--- src/rtl/gpio_pair_pkg.sv ---
// Package: shared sizes, register word offsets and the set/clear write layout
// for the dual-bank GPIO controller.
package gpio_pair_pkg;
    localparam int ADDR_W       = 8;
    localparam int DATA_W       = 32;
    localparam int BANK_PINS    = 16;
    localparam int NUM_BANKS    = 2;
    localparam int NUM_PINS     = BANK_PINS * NUM_BANKS;
    localparam int NUM_CTL      = 6;
    localparam int EVT_BITS     = 4;
    localparam int EVT_PER_REG  = DATA_W / EVT_BITS;
    localparam int NUM_EVT_REGS = NUM_PINS / EVT_PER_REG;
    localparam int EG_W         = $clog2(NUM_EVT_REGS);
    localparam int WORD_W       = ADDR_W - 3;

    // control register indices (word offset inside a bank)
    localparam int CTL_OVAL  = 0;
    localparam int CTL_OEN   = 1;
    localparam int CTL_IEN   = 2;
    localparam int CTL_OALT1 = 3;
    localparam int CTL_OALT2 = 4;
    localparam int CTL_IALT1 = 5;

    localparam logic [WORD_W-1:0] WD_LEVEL = WORD_W'(6);
    localparam logic [WORD_W-1:0] WD_RISE  = WORD_W'(7);
    localparam logic [WORD_W-1:0] WD_FALL  = WORD_W'(8);
    // event-routing base; aligned so low word bits index the group
    localparam logic [WORD_W-1:0] WD_EVMAP = WORD_W'(16);

    // paired write word: upper half clears, lower half sets
    typedef struct packed {
        logic [BANK_PINS-1:0] clr;
        logic [BANK_PINS-1:0] set;
    } setclr_word_t;
endpackage

--- src/rtl/gpio_setclr_reg.sv ---
// Module: one bank's worth of a set/clear control register.
// Assumes: wr_en is a single-cycle strobe already qualified by address.
// Clear has priority over set; bits with KEEP=0 are held at zero.
module gpio_setclr_reg
    import gpio_pair_pkg::*;
#(
    parameter logic [BANK_PINS-1:0] KEEP = '1
) (
    input  logic                 clk,
    input  logic                 rst_n,
    input  logic                 wr_en,
    input  setclr_word_t         wdata,
    output logic [BANK_PINS-1:0] q
);
    // apply set then clear to the stored bits on a write
    always_ff @(posedge clk) begin
        if (!rst_n)
            q <= '0;
        else if (wr_en)
            q <= ((q | wdata.set) & ~wdata.clr) & KEEP;
    end
endmodule

--- src/rtl/gpio_edge_bank.sv ---
// Module: pad input synchronizer, level register and edge status for one bank.
// Assumes: pad_in is asynchronous; two flops give the synchronized level and
// a third holds the previous level for edge detection. A new edge wins over
// a clear in the same cycle.
module gpio_edge_bank
    import gpio_pair_pkg::*;
#(
    parameter logic [BANK_PINS-1:0] KEEP = '1
) (
    input  logic                 clk,
    input  logic                 rst_n,
    input  logic [BANK_PINS-1:0] pad_in,
    input  logic [BANK_PINS-1:0] in_en,
    input  logic                 rise_clr_we,
    input  logic                 fall_clr_we,
    input  logic [BANK_PINS-1:0] clr_bits,
    output logic [BANK_PINS-1:0] level,
    output logic [BANK_PINS-1:0] rise_sts,
    output logic [BANK_PINS-1:0] fall_sts
);
    logic [BANK_PINS-1:0] sync_a;
    logic [BANK_PINS-1:0] sync_b;
    logic [BANK_PINS-1:0] prev_b;
    logic [BANK_PINS-1:0] rise_hit;
    logic [BANK_PINS-1:0] fall_hit;
    logic [BANK_PINS-1:0] rise_clr;
    logic [BANK_PINS-1:0] fall_clr;

    // two-stage synchronizer plus one history stage
    always_ff @(posedge clk) begin
        if (!rst_n) begin
            sync_a <= '0;
            sync_b <= '0;
            prev_b <= '0;
        end else begin
            sync_a <= pad_in;
            sync_b <= sync_a;
            prev_b <= sync_b;
        end
    end

    // qualified edge detection and clear masks
    always_comb begin
        rise_hit = sync_b & ~prev_b & in_en & KEEP;
        fall_hit = ~sync_b & prev_b & in_en & KEEP;
        rise_clr = rise_clr_we ? clr_bits : '0;
        fall_clr = fall_clr_we ? clr_bits : '0;
    end

    // latch edges; write-one-to-clear with edge priority
    always_ff @(posedge clk) begin
        if (!rst_n) begin
            rise_sts <= '0;
            fall_sts <= '0;
        end else begin
            rise_sts <= (rise_sts & ~rise_clr) | rise_hit;
            fall_sts <= (fall_sts & ~fall_clr) | fall_hit;
        end
    end

    assign level = sync_b & KEEP;
endmodule

--- src/rtl/gpio_evmap.sv ---
// Module: event-routing words, one 4-bit field per pin, written whole.
// Assumes: grp selects the word; fields of pins with KEEP=0 read as zero.
module gpio_evmap
    import gpio_pair_pkg::*;
#(
    parameter logic [NUM_PINS-1:0] KEEP = '1
) (
    input  logic                             clk,
    input  logic                             rst_n,
    input  logic                             wr_en,
    input  logic [EG_W-1:0]                  grp,
    input  logic [DATA_W-1:0]                wdata,
    output logic [NUM_EVT_REGS*DATA_W-1:0]   map
);
    // widen one pin-keep bit per field into a nibble mask
    function automatic logic [DATA_W-1:0] nib_keep(input logic [EVT_PER_REG-1:0] pk);
        logic [DATA_W-1:0] r;
        r = '0;
        for (int p = 0; p < EVT_PER_REG; p++)
            r[p*EVT_BITS +: EVT_BITS] = {EVT_BITS{pk[p]}};
        return r;
    endfunction

    for (genvar g = 0; g < NUM_EVT_REGS; g++) begin : g_word
        localparam logic [DATA_W-1:0] GKEEP = nib_keep(KEEP[g*EVT_PER_REG +: EVT_PER_REG]);
        // load the whole routing word on a matching write
        always_ff @(posedge clk) begin
            if (!rst_n)
                map[g*DATA_W +: DATA_W] <= '0;
            else if (wr_en && grp == EG_W'(g))
                map[g*DATA_W +: DATA_W] <= wdata & GKEEP;
        end
    end
endmodule

--- src/rtl/gpio_pair_bank.sv ---
// Module: dual-bank GPIO controller top. Decodes the register bus, holds
// per-bank set/clear controls, edge status and level, routing words, and
// drives pad enables. Assumes single-cycle strobes and registered read data.
module gpio_pair_bank
    import gpio_pair_pkg::*;
#(
    parameter logic [NUM_PINS-1:0] RESV_MASK = 32'hE080_0000
) (
    input  logic                           clk,
    input  logic                           rst_n,
    input  logic [ADDR_W-1:0]              bus_addr,
    input  logic [DATA_W-1:0]              bus_wdata,
    input  logic                           bus_wr,
    input  logic                           bus_rd,
    output logic [DATA_W-1:0]              bus_rdata,
    input  logic [NUM_PINS-1:0]            pad_in,
    output logic [NUM_PINS-1:0]            pad_out,
    output logic [NUM_PINS-1:0]            pad_oe,
    output logic [NUM_PINS-1:0]            alt_out1_en,
    output logic [NUM_PINS-1:0]            alt_out2_en,
    output logic [NUM_PINS-1:0]            alt_in1_en,
    output logic [NUM_EVT_REGS*DATA_W-1:0] evt_map
);
    localparam logic [NUM_PINS-1:0] KEEP_ALL = ~RESV_MASK;

    logic                  bank_sel;
    logic [WORD_W-1:0]     bus_word;
    logic                  evm_hit;
    logic [EG_W-1:0]       evm_grp;
    logic                  unused_addr_lsb;

    logic [BANK_PINS-1:0]  ctl_bk   [NUM_BANKS][NUM_CTL];
    logic [BANK_PINS-1:0]  level_bk [NUM_BANKS];
    logic [BANK_PINS-1:0]  rise_bk  [NUM_BANKS];
    logic [BANK_PINS-1:0]  fall_bk  [NUM_BANKS];

    logic [NUM_PINS-1:0]   oval_all;
    logic [NUM_PINS-1:0]   oen_all;
    logic [NUM_PINS-1:0]   ien_all;
    logic [NUM_PINS-1:0]   alt1_all;
    logic [NUM_PINS-1:0]   alt2_all;
    logic [NUM_PINS-1:0]   ialt_all;
    logic [NUM_PINS-1:0]   rise_all;
    logic [NUM_PINS-1:0]   fall_all;

    logic [DATA_W-1:0]     rd_mux;

    // address split: bank bit, word index, routing-group index
    always_comb begin
        bank_sel = bus_addr[ADDR_W-1];
        bus_word = bus_addr[ADDR_W-2:2];
        evm_hit  = !bank_sel && (bus_word >= WD_EVMAP)
                   && (bus_word < WD_EVMAP + WORD_W'(NUM_EVT_REGS));
        evm_grp  = bus_word[EG_W-1:0];
    end
    assign unused_addr_lsb = ^bus_addr[1:0];

    for (genvar b = 0; b < NUM_BANKS; b++) begin : g_bank
        localparam logic [BANK_PINS-1:0] BKEEP = KEEP_ALL[b*BANK_PINS +: BANK_PINS];

        for (genvar c = 0; c < NUM_CTL; c++) begin : g_ctl
            gpio_setclr_reg #(.KEEP(BKEEP)) u_reg (
                .clk   (clk),
                .rst_n (rst_n),
                .wr_en (bus_wr && bank_sel == 1'(b) && bus_word == WORD_W'(c)),
                .wdata (setclr_word_t'(bus_wdata)),
                .q     (ctl_bk[b][c])
            );
        end

        gpio_edge_bank #(.KEEP(BKEEP)) u_edge (
            .clk         (clk),
            .rst_n       (rst_n),
            .pad_in      (pad_in[b*BANK_PINS +: BANK_PINS]),
            .in_en       (ctl_bk[b][CTL_IEN]),
            .rise_clr_we (bus_wr && bank_sel == 1'(b) && bus_word == WD_RISE),
            .fall_clr_we (bus_wr && bank_sel == 1'(b) && bus_word == WD_FALL),
            .clr_bits    (bus_wdata[BANK_PINS-1:0]),
            .level       (level_bk[b]),
            .rise_sts    (rise_bk[b]),
            .fall_sts    (fall_bk[b])
        );

        // gather bank slices into full-width per-feature vectors
        assign oval_all[b*BANK_PINS +: BANK_PINS] = ctl_bk[b][CTL_OVAL];
        assign oen_all [b*BANK_PINS +: BANK_PINS] = ctl_bk[b][CTL_OEN];
        assign ien_all [b*BANK_PINS +: BANK_PINS] = ctl_bk[b][CTL_IEN];
        assign alt1_all[b*BANK_PINS +: BANK_PINS] = ctl_bk[b][CTL_OALT1];
        assign alt2_all[b*BANK_PINS +: BANK_PINS] = ctl_bk[b][CTL_OALT2];
        assign ialt_all[b*BANK_PINS +: BANK_PINS] = ctl_bk[b][CTL_IALT1];
        assign rise_all[b*BANK_PINS +: BANK_PINS] = rise_bk[b];
        assign fall_all[b*BANK_PINS +: BANK_PINS] = fall_bk[b];
    end

    gpio_evmap #(.KEEP(KEEP_ALL)) u_evmap (
        .clk   (clk),
        .rst_n (rst_n),
        .wr_en (bus_wr && evm_hit),
        .grp   (evm_grp),
        .wdata (bus_wdata),
        .map   (evt_map)
    );

    // read multiplexer over controls, level, status and routing words
    always_comb begin
        rd_mux = '0;
        for (int c = 0; c < NUM_CTL; c++)
            if (bus_word == WORD_W'(c))
                rd_mux = {{(DATA_W-BANK_PINS){1'b0}}, ctl_bk[bank_sel][c]};
        if (bus_word == WD_LEVEL)
            rd_mux = {{(DATA_W-BANK_PINS){1'b0}}, level_bk[bank_sel]};
        if (bus_word == WD_RISE)
            rd_mux = {{(DATA_W-BANK_PINS){1'b0}}, rise_bk[bank_sel]};
        if (bus_word == WD_FALL)
            rd_mux = {{(DATA_W-BANK_PINS){1'b0}}, fall_bk[bank_sel]};
        if (evm_hit)
            for (int g = 0; g < NUM_EVT_REGS; g++)
                if (evm_grp == EG_W'(g))
                    rd_mux = evt_map[g*DATA_W +: DATA_W];
    end

    // capture read data on a read strobe, hold otherwise
    always_ff @(posedge clk) begin
        if (!rst_n)
            bus_rdata <= '0;
        else if (bus_rd)
            bus_rdata <= rd_mux;
    end

    // pad drive: own output only when enabled and no alternate claims it
    always_comb begin
        pad_oe  = oen_all & ~alt1_all & ~alt2_all;
        pad_out = oval_all & pad_oe;
    end

    assign alt_out1_en = alt1_all;
    assign alt_out2_en = alt2_all;
    assign alt_in1_en  = ialt_all;
endmodule

--- config.mk ---
export PLATFORM = sky130hd
export DESIGN_NAME = gpio_pair_bank
export DESIGN_NICKNAME = d
export VERILOG_FILES = /design/src/rtl/gpio_pair_pkg.sv /design/src/rtl/gpio_setclr_reg.sv /design/src/rtl/gpio_edge_bank.sv /design/src/rtl/gpio_evmap.sv /design/src/rtl/gpio_pair_bank.sv
export SDC_FILE = /design/constraint.sdc
export NUM_CORES = 1
export LEC_CHECK = 0
export CAP_MARGIN = 0
export CORE_ASPECT_RATIO = 1.1
export CORE_MARGIN = 2
export CORE_UTILIZATION = 35
export CTS_BUF_LIST = sky130_fd_sc_hd__clkbuf_4
export DETAILED_ROUTE_END_ITERATION = 10
export GPL_ROUTABILITY_DRIVEN = 1
export PLACE_DENSITY = 0.56
export SLEW_MARGIN = 20
export SYNTH_ARGS = -nofsm -noshare
export SYNTH_HDL_FRONTEND = slang
export SYNTH_HIERARCHICAL = 1
export SYNTH_SLANG_ARGS = --single-unit
export TNS_END_PERCENT = 10
--- constraint.sdc ---
create_clock -name clk -period 6.6 [get_ports clk]
set_clock_uncertainty 0.05 [all_clocks]
set_input_delay 1.65 -clock clk [delete_from_list [all_inputs] [get_ports clk]]
set_output_delay 1.65 -clock clk [all_outputs]
set_load 0.02 [all_outputs]
Word level (Yosys, flattened, before mapping)
Index checks and enable logic that the tools add are counted.
{"block": "classes", "magnitude_cmp": 3, "n_eq_ne": 11, "n_mux": 30, "n_bitwise": 56, "reduce_logical": 28}
{"operator": "$mux W16", "count": 19}
{"operator": "$mux W96", "count": 3}
{"operator": "$mux W32", "count": 8}
{"operator": "$and A16 B16 Y16", "count": 14}
{"operator": "$and A13 B13 Y13", "count": 10}
{"operator": "$or A16 B16 Y16", "count": 8}
{"operator": "$not A16 Y16", "count": 7}
{"operator": "$or A13 B13 Y13", "count": 6}
{"operator": "$and A29 B32 Y32", "count": 2}
{"operator": "$not A29 Y32", "count": 2}
{"operator": "$and A32 B32 Y32", "count": 1}
{"operator": "$or A16 B13 Y16", "count": 2}
{"operator": "$not A13 Y13", "count": 2}
{"operator": "$logic_and A1 B1 Y1", "count": 25}
{"operator": "$eq A5 B3 Y1 const B", "count": 4}
{"operator": "$eq A5 B2 Y1 const B", "count": 2}
{"operator": "$eq A5 B1 Y1 const B", "count": 1}
{"operator": "$eq A5 B4 Y1 const B", "count": 1}
{"operator": "$ge A5 B5 Y1 const B", "count": 1}
{"operator": "$logic_not A5 Y1", "count": 1}
{"operator": "$lt A5 B5 Y1 const B", "count": 1}
{"operator": "$eq A2 B2 Y1 const B", "count": 2}
{"operator": "$eq A2 B1 Y1 const B", "count": 1}
{"operator": "$ge A2 B2 Y1 const B", "count": 1}
{"operator": "other kinds (4)", "count": 4}
{"block": "word_totals", "reg_bits": 463, "out_inout_bits": 320, "word_cells": 155}

Longest topological paths before layout
{"block": "logic_depth", "depth_word": 18, "mapped_depth": 11, "mapped_depth_nobuf": 6}

By module
The synthesis kept the hierarchy.
{"module": "gpio_pair_bank", "instances": 1, "cells_each": 625, "area_each_um2": 5381.4, "seq_area_each_um2": 640.6}
{"module": "gpio_evmap", "instances": 1, "cells_each": 418, "area_each_um2": 4296.6, "seq_area_each_um2": 2242.2}
{"module": "gpio_setclr_reg (g_bank[0].g_ctl[0].u_reg ...)", "instances": 6, "cells_each": 53, "area_each_um2": 625.6, "seq_area_each_um2": 320.3}
{"module": "gpio_setclr_reg (g_bank[1].g_ctl[0].u_reg ...)", "instances": 6, "cells_each": 45, "area_each_um2": 491.7, "seq_area_each_um2": 240.2}
{"module": "gpio_edge_bank (g_bank[0].u_edge)", "instances": 1, "cells_each": 240, "area_each_um2": 2751.4, "seq_area_each_um2": 1601.5}
{"module": "gpio_edge_bank (g_bank[1].u_edge)", "instances": 1, "cells_each": 211, "area_each_um2": 2326.0, "seq_area_each_um2": 1361.3}

Worst setup path after synthesis
Ideal clock, no wire load.
{"block": "synth_timing", "kind": "input-to-reg", "startpoint": "input bus_addr[2]", "endpoint": "register g_bank[1].u_edge.rise_sts[10]", "setup_ns": 0.116, "arrival_ns": 3.239, "t_required_ns": 6.434, "setup_slack_ns": 3.195, "cell_stages": 11, "path_buffers": 7, "cell_sequence": "buf_6 -> buf_6 -> buf_6 -> nand3_1 -> buf_2 -> buf_4 -> nor2_1 -> clkbuf_2 -> buf_2 -> nand2_1 -> a31o_1"}
{"block": "synth_via", "elab_chain_cells": 6}
{"element": "start: declaration", "line": "gpio_pair_bank.sv:11", "source": "input logic [ADDR_W-1:0] bus_addr,"}
{"element": "$eq A5 B3 Y1", "line": "gpio_pair_bank.sv:76", "source": ".rise_clr_we (bus_wr && bank_sel == 1'(b) && bus_word == WD_RISE),"}
{"element": "$logic_and A1 B1 Y1", "line": "gpio_pair_bank.sv:76"}
{"element": "$mux W16", "line": "gpio_edge_bank.sv:46", "source": "rise_clr = rise_clr_we ? clr_bits : '0;"}
{"element": "$not A16 Y16", "line": "gpio_edge_bank.sv:56", "source": "rise_sts <= (rise_sts & ~rise_clr) | rise_hit;"}
{"element": "$and A16 B16 Y16", "line": "gpio_edge_bank.sv:56"}
{"element": "$or A16 B13 Y16", "line": "gpio_edge_bank.sv:56"}
{"element": "end signal: assignment", "line": "gpio_edge_bank.sv:56"}
{"element": "end: declaration", "line": "gpio_edge_bank.sv:18", "source": "output logic [BANK_PINS-1:0] rise_sts,"}
No other way between the ends.
A chain may end at the register's enable or synchronous reset.

Final worst setup path
{"block": "layout_timing", "startpoint": "register g_bank[1].g_ctl[3].u_reg.q[1]", "endpoint": "output pad_out[17]"}
{"block": "layout_via", "elab_chain_cells": 4}
{"element": "start: declaration", "line": "gpio_setclr_reg.sv:13", "source": "output logic [BANK_PINS-1:0] q"}
{"element": "start signal: assignment", "line": "gpio_setclr_reg.sv:20", "source": "q <= ((q | wdata.set) & ~wdata.clr) & KEEP;"}
{"element": "$not A29 Y32", "line": "gpio_pair_bank.sv:132", "source": "pad_oe = oen_all & ~alt1_all & ~alt2_all;"}
{"element": "$and A29 B32 Y32", "line": "gpio_pair_bank.sv:132"}
{"element": "$and A32 B32 Y32", "line": "gpio_pair_bank.sv:132"}
{"element": "$and A29 B32 Y32", "line": "gpio_pair_bank.sv:133", "source": "pad_out = oval_all & pad_oe;"}
{"element": "end: declaration", "line": "gpio_pair_bank.sv:17", "source": "output logic [NUM_PINS-1:0] pad_out,"}
No other way between the ends.

==> key figures <==
Global routing
  • Number of global-route vias before repair: roughly 18k
  • Global router's overall resource usage: a little over a quarter
  • Remaining global-route overflow: 0
  • Initial antenna violation count: 4
  • Largest net degree at the start of global routing: 214
  • First-pass GRT wire length: ~120000 um

Yosys
  • FFs w/ async S/R, synth: 0%
  • Register area share after synthesis: between 40% and 50%
  • Synth Warn #: 6
  • Mapped Cells: between 2k and 2.5k
  • Syn avg cell area: just over 10 um2
  • Mapped cell area: about 21000 um2
  • FF+latch count, synth: 460
  • Library cells used by synthesis: 56
  • Top_reg_cell synth: dfxtp_1
  • EDFF count, synth: 0

Timing
  • Final period utilization: about 68%
  • Total negative slack: 0 ns
  • Fin. Hold Viols: 0
  • Rel. slew slack: roughly 17%
  • Highest clock rate: 0.224 GHz
  • Final Setup Violations: 0
  • RSZ-0062 raised after global routing: false
  • Worst-margin pin slew: ~1.2 ns
  • Final Max Tran Viols: 0
  • Minimum clock period: 4.46 ns

Drt
  • Antenna Nets Post-Route: 0
  • Vias: 18.5k
  • Iter 0 DRT Violations: 1457
  • Post-route DRC violation count: 0
  • Drt first pass iters: 7
  • Routed wire length: 87600 um
  • Via density: 5.51
  • WL per Instance: 26.2 um

Setup path
  • Crit-path cells: nor3b_1 > and2_1 > clkdlybuf4s50_1
  • CP startpoint: g_bank[1].g_ctl[3].u_reg/q[1]
  • CP Launch Type: register
  • Critical Path End Type: output pin
  • Largest stage delay on the critical path: 0.63 ns
  • Worst EP arrival: roughly 2.8 ns
  • Slowest CP cell: clkdlybuf4s50_1
  • Setup CP Type: register to output pin
  • Critical Path Fanout Max: 4
  • Req. time, crit path: roughly 5 ns
  • FF-to-FF Start: g_bank[0].g_ctl[0].u_reg/q[13]

Placed design
  • Routability cong.: around 0.94
  • Port Buffers: about 350
  • Placed cells: between 3k and 4k
  • Detailed placement HPWL: 61900 um
  • DP Area: about 25000 um2

Layout
  • Share of cells above drive strength 1: about a fifth
  • Fin nets: around 2.5k
  • Util after Layout: 43.6%
  • Fin cells: ~3.3k
  • Final instance area: between 20000 and 30000 um2
  • Area delta synth->final: 23.6%

CTS
  • Resize count post-CTS: 0
  • CTS tree: yes
  • Clk Latency, worst-skew pair: 0.93 ns
  • CTS root buf: clkbuf_4
  • Setup bufs post-CTS: 0
  • CTS hold repair buffers: 0
  • Clock-pin slew on the worst setup and hold paths: ~0.060 ns
  • Clock buffer depth: 3
  • Clock buffer count from CTS: between 100 and 150
  • H-tree Lvls: 3
  • CTS Sinks: 460

Die
  • Die width: around 240 um
  • Site row count: 95
  • Initial Util: a little over a third
  • Area of the core: 60900 um2
  • Die area: roughly 63000 um2
  • Die Y: 264 um
  • I/O pins: 396

Power
  • Leak: 9.97 nW
  • Worst VDD drop: ~110 uV
  • Pwr dens: around 210 nW/um2

Flow run
  • Max Cap Viol: 0

Min path
  • Worst hold path class: register to register
  • Hold Startpoint: g_bank[0].u_edge/sync_a[1]

Status
  • Status: completed
layout make-up:
class	count	area [um2]
fillers	6000	34300
multi-input cells	1435	10900
flip-flops and latches	460	9210
repair buffers	404	3910
clock buffers	168	1260
well taps	824	1030
clock inverters	30	144
inverters	24	90.1
diodes	3	7.51
worst max-delay path, delay by kind of cell, from the launching register on:
kind	cells	cell delay, ns
AND/OR/NAND/NOR	2	0.82
flip-flops	1	0.41
buffers and inverters	1	0.63
sequential cells by signal (all words and copies together), names as in the netlist:
signal / flops
g_bank.u_edge/prev_b: 28
g_bank.u_edge/level: 16
g_bank.u_edge/rise_sts: 32
u_evmap/map: 112
g_bank.u_edge/sync_b: 12
bus_rdata: 32
g_bank.u_edge/fall_sts: 32
g_bank.u_edge/sync_a: 28
g_bank.g_ctl.u_reg/q: 168
path summary, 6_finish.rpt:
path | end | slack (ns) | cells past startpoint
worst max register to register | bus_rdata[13] | 4.60 | 6
worst min-delay path | g_bank[0].u_edge/level[1] | 0.36 | 1
worst max-delay path | pad_out[17] | 2.14 | 3
worst min register to register | g_bank[0].u_edge/level[1] | 0.36 | 1
through the flow:
step / worst slack [ns] / hold slack, ns / total power (W)
3_5_place_dp: 1.82 / 0.373 / 0.00337
2_1_floorplan: 3.20 / 0.359 / 0.00316
3_3_place_gp: 1.86 / 0.365 / 0.00336
4_1_cts: 2.08 / 0.384 / 0.00574
6_report: 2.14 / 0.358 / 0.00569
5_1_grt: 2.14 / 0.403 / 0.00592
power breakdown:
part           internal, W  switching (W)
Sequential         0.00281      0.0000255
Clock              0.00116        0.00121
Combinational     0.000145       0.000338
Total              0.00412        0.00157
cell families (layout without fill, tap and decap cells):
| logic type | Yosys count | after routing | synth area share, % |
|---|---|---|---|
| muxes | 274 | 274 | 15.5 |
| other | 8 | 47 | 0.140 |
| AOI/OAI and AO/OA | 583 | 583 | 20.5 |
| DFF | 460 | 460 | 42.9 |
| and+or+nand+nor | 534 | 534 | 13.8 |
| buffers and inverters | 223 | 626 | 7.18 |
layer usage:
layer	global-route usage, %	routed length [um]	up-vias	part of all wire (%)
li1	-	-	8320	-
met1	32.9	35200	9128	40
met2	45.2	42200	834	48
met3	4.99	6240	178	7.1
met4	12.8	4010	0	4.6
met5	0	0	-	0
cell usage after synthesis, drive strengths merged, types with 4 or more instances:
cell type,instances,area [um2]
o2111ai,8,70.1
nor2b,39,244
dfxtp,460,9210
a211oi,172,1950
mux2,24,270
a31o,56,490
a22oi,4,30.0
a21oi,218,1090
nand2b,6,37.5
mux4,44,991
buf,168,1320
inv,24,90.1
o22ai,33,206
o21ai,63,315
nand3b,4,30.0
and4b,56,561
mux2i,206,2060
nand3,6,35.0
conb,8,30.0
nor3b,34,265
and2,119,744
nor2,37,141
nand2,228,856
clkbuf,31,131
o211ai,11,82.6
cell usage in the layout (no fill, tap or decap), types with 3 or more instances in the layout:
| cell | instances |
|---|---|
| nor2b_1 | 39 |
| clkinv_1 | 22 |
| o21ai_0 | 57 |
| mux4_2 | 44 |
| nand2_1 | 228 |
| nand2b_1 | 6 |
| a211oi_1 | 40 |
| mux2_2 | 24 |
| and2_1 | 118 |
| o22ai_1 | 33 |
| clkbuf_4 | 168 |
| o211ai_1 | 11 |
| conb_1 | 44 |
| nor3b_1 | 32 |
| nor2_1 | 26 |
| buf_2 | 5 |
| a31o_2 | 39 |
| a22oi_1 | 4 |
| a211oi_2 | 132 |
| clkdlybuf4s50_1 | 345 |
| buf_4 | 51 |
| nor2_2 | 11 |
| o2111ai_1 | 8 |
| inv_6 | 4 |
| a31o_1 | 17 |
| mux2i_1 | 206 |
| inv_1 | 24 |
| nand3_1 | 5 |
| o21ai_1 | 6 |
| and4b_1 | 56 |
| dfxtp_1 | 460 |
| nand3b_1 | 4 |
| diode_2 | 3 |
| a21oi_1 | 218 |
No activity file was read; power rests on OpenSTA's default activity.
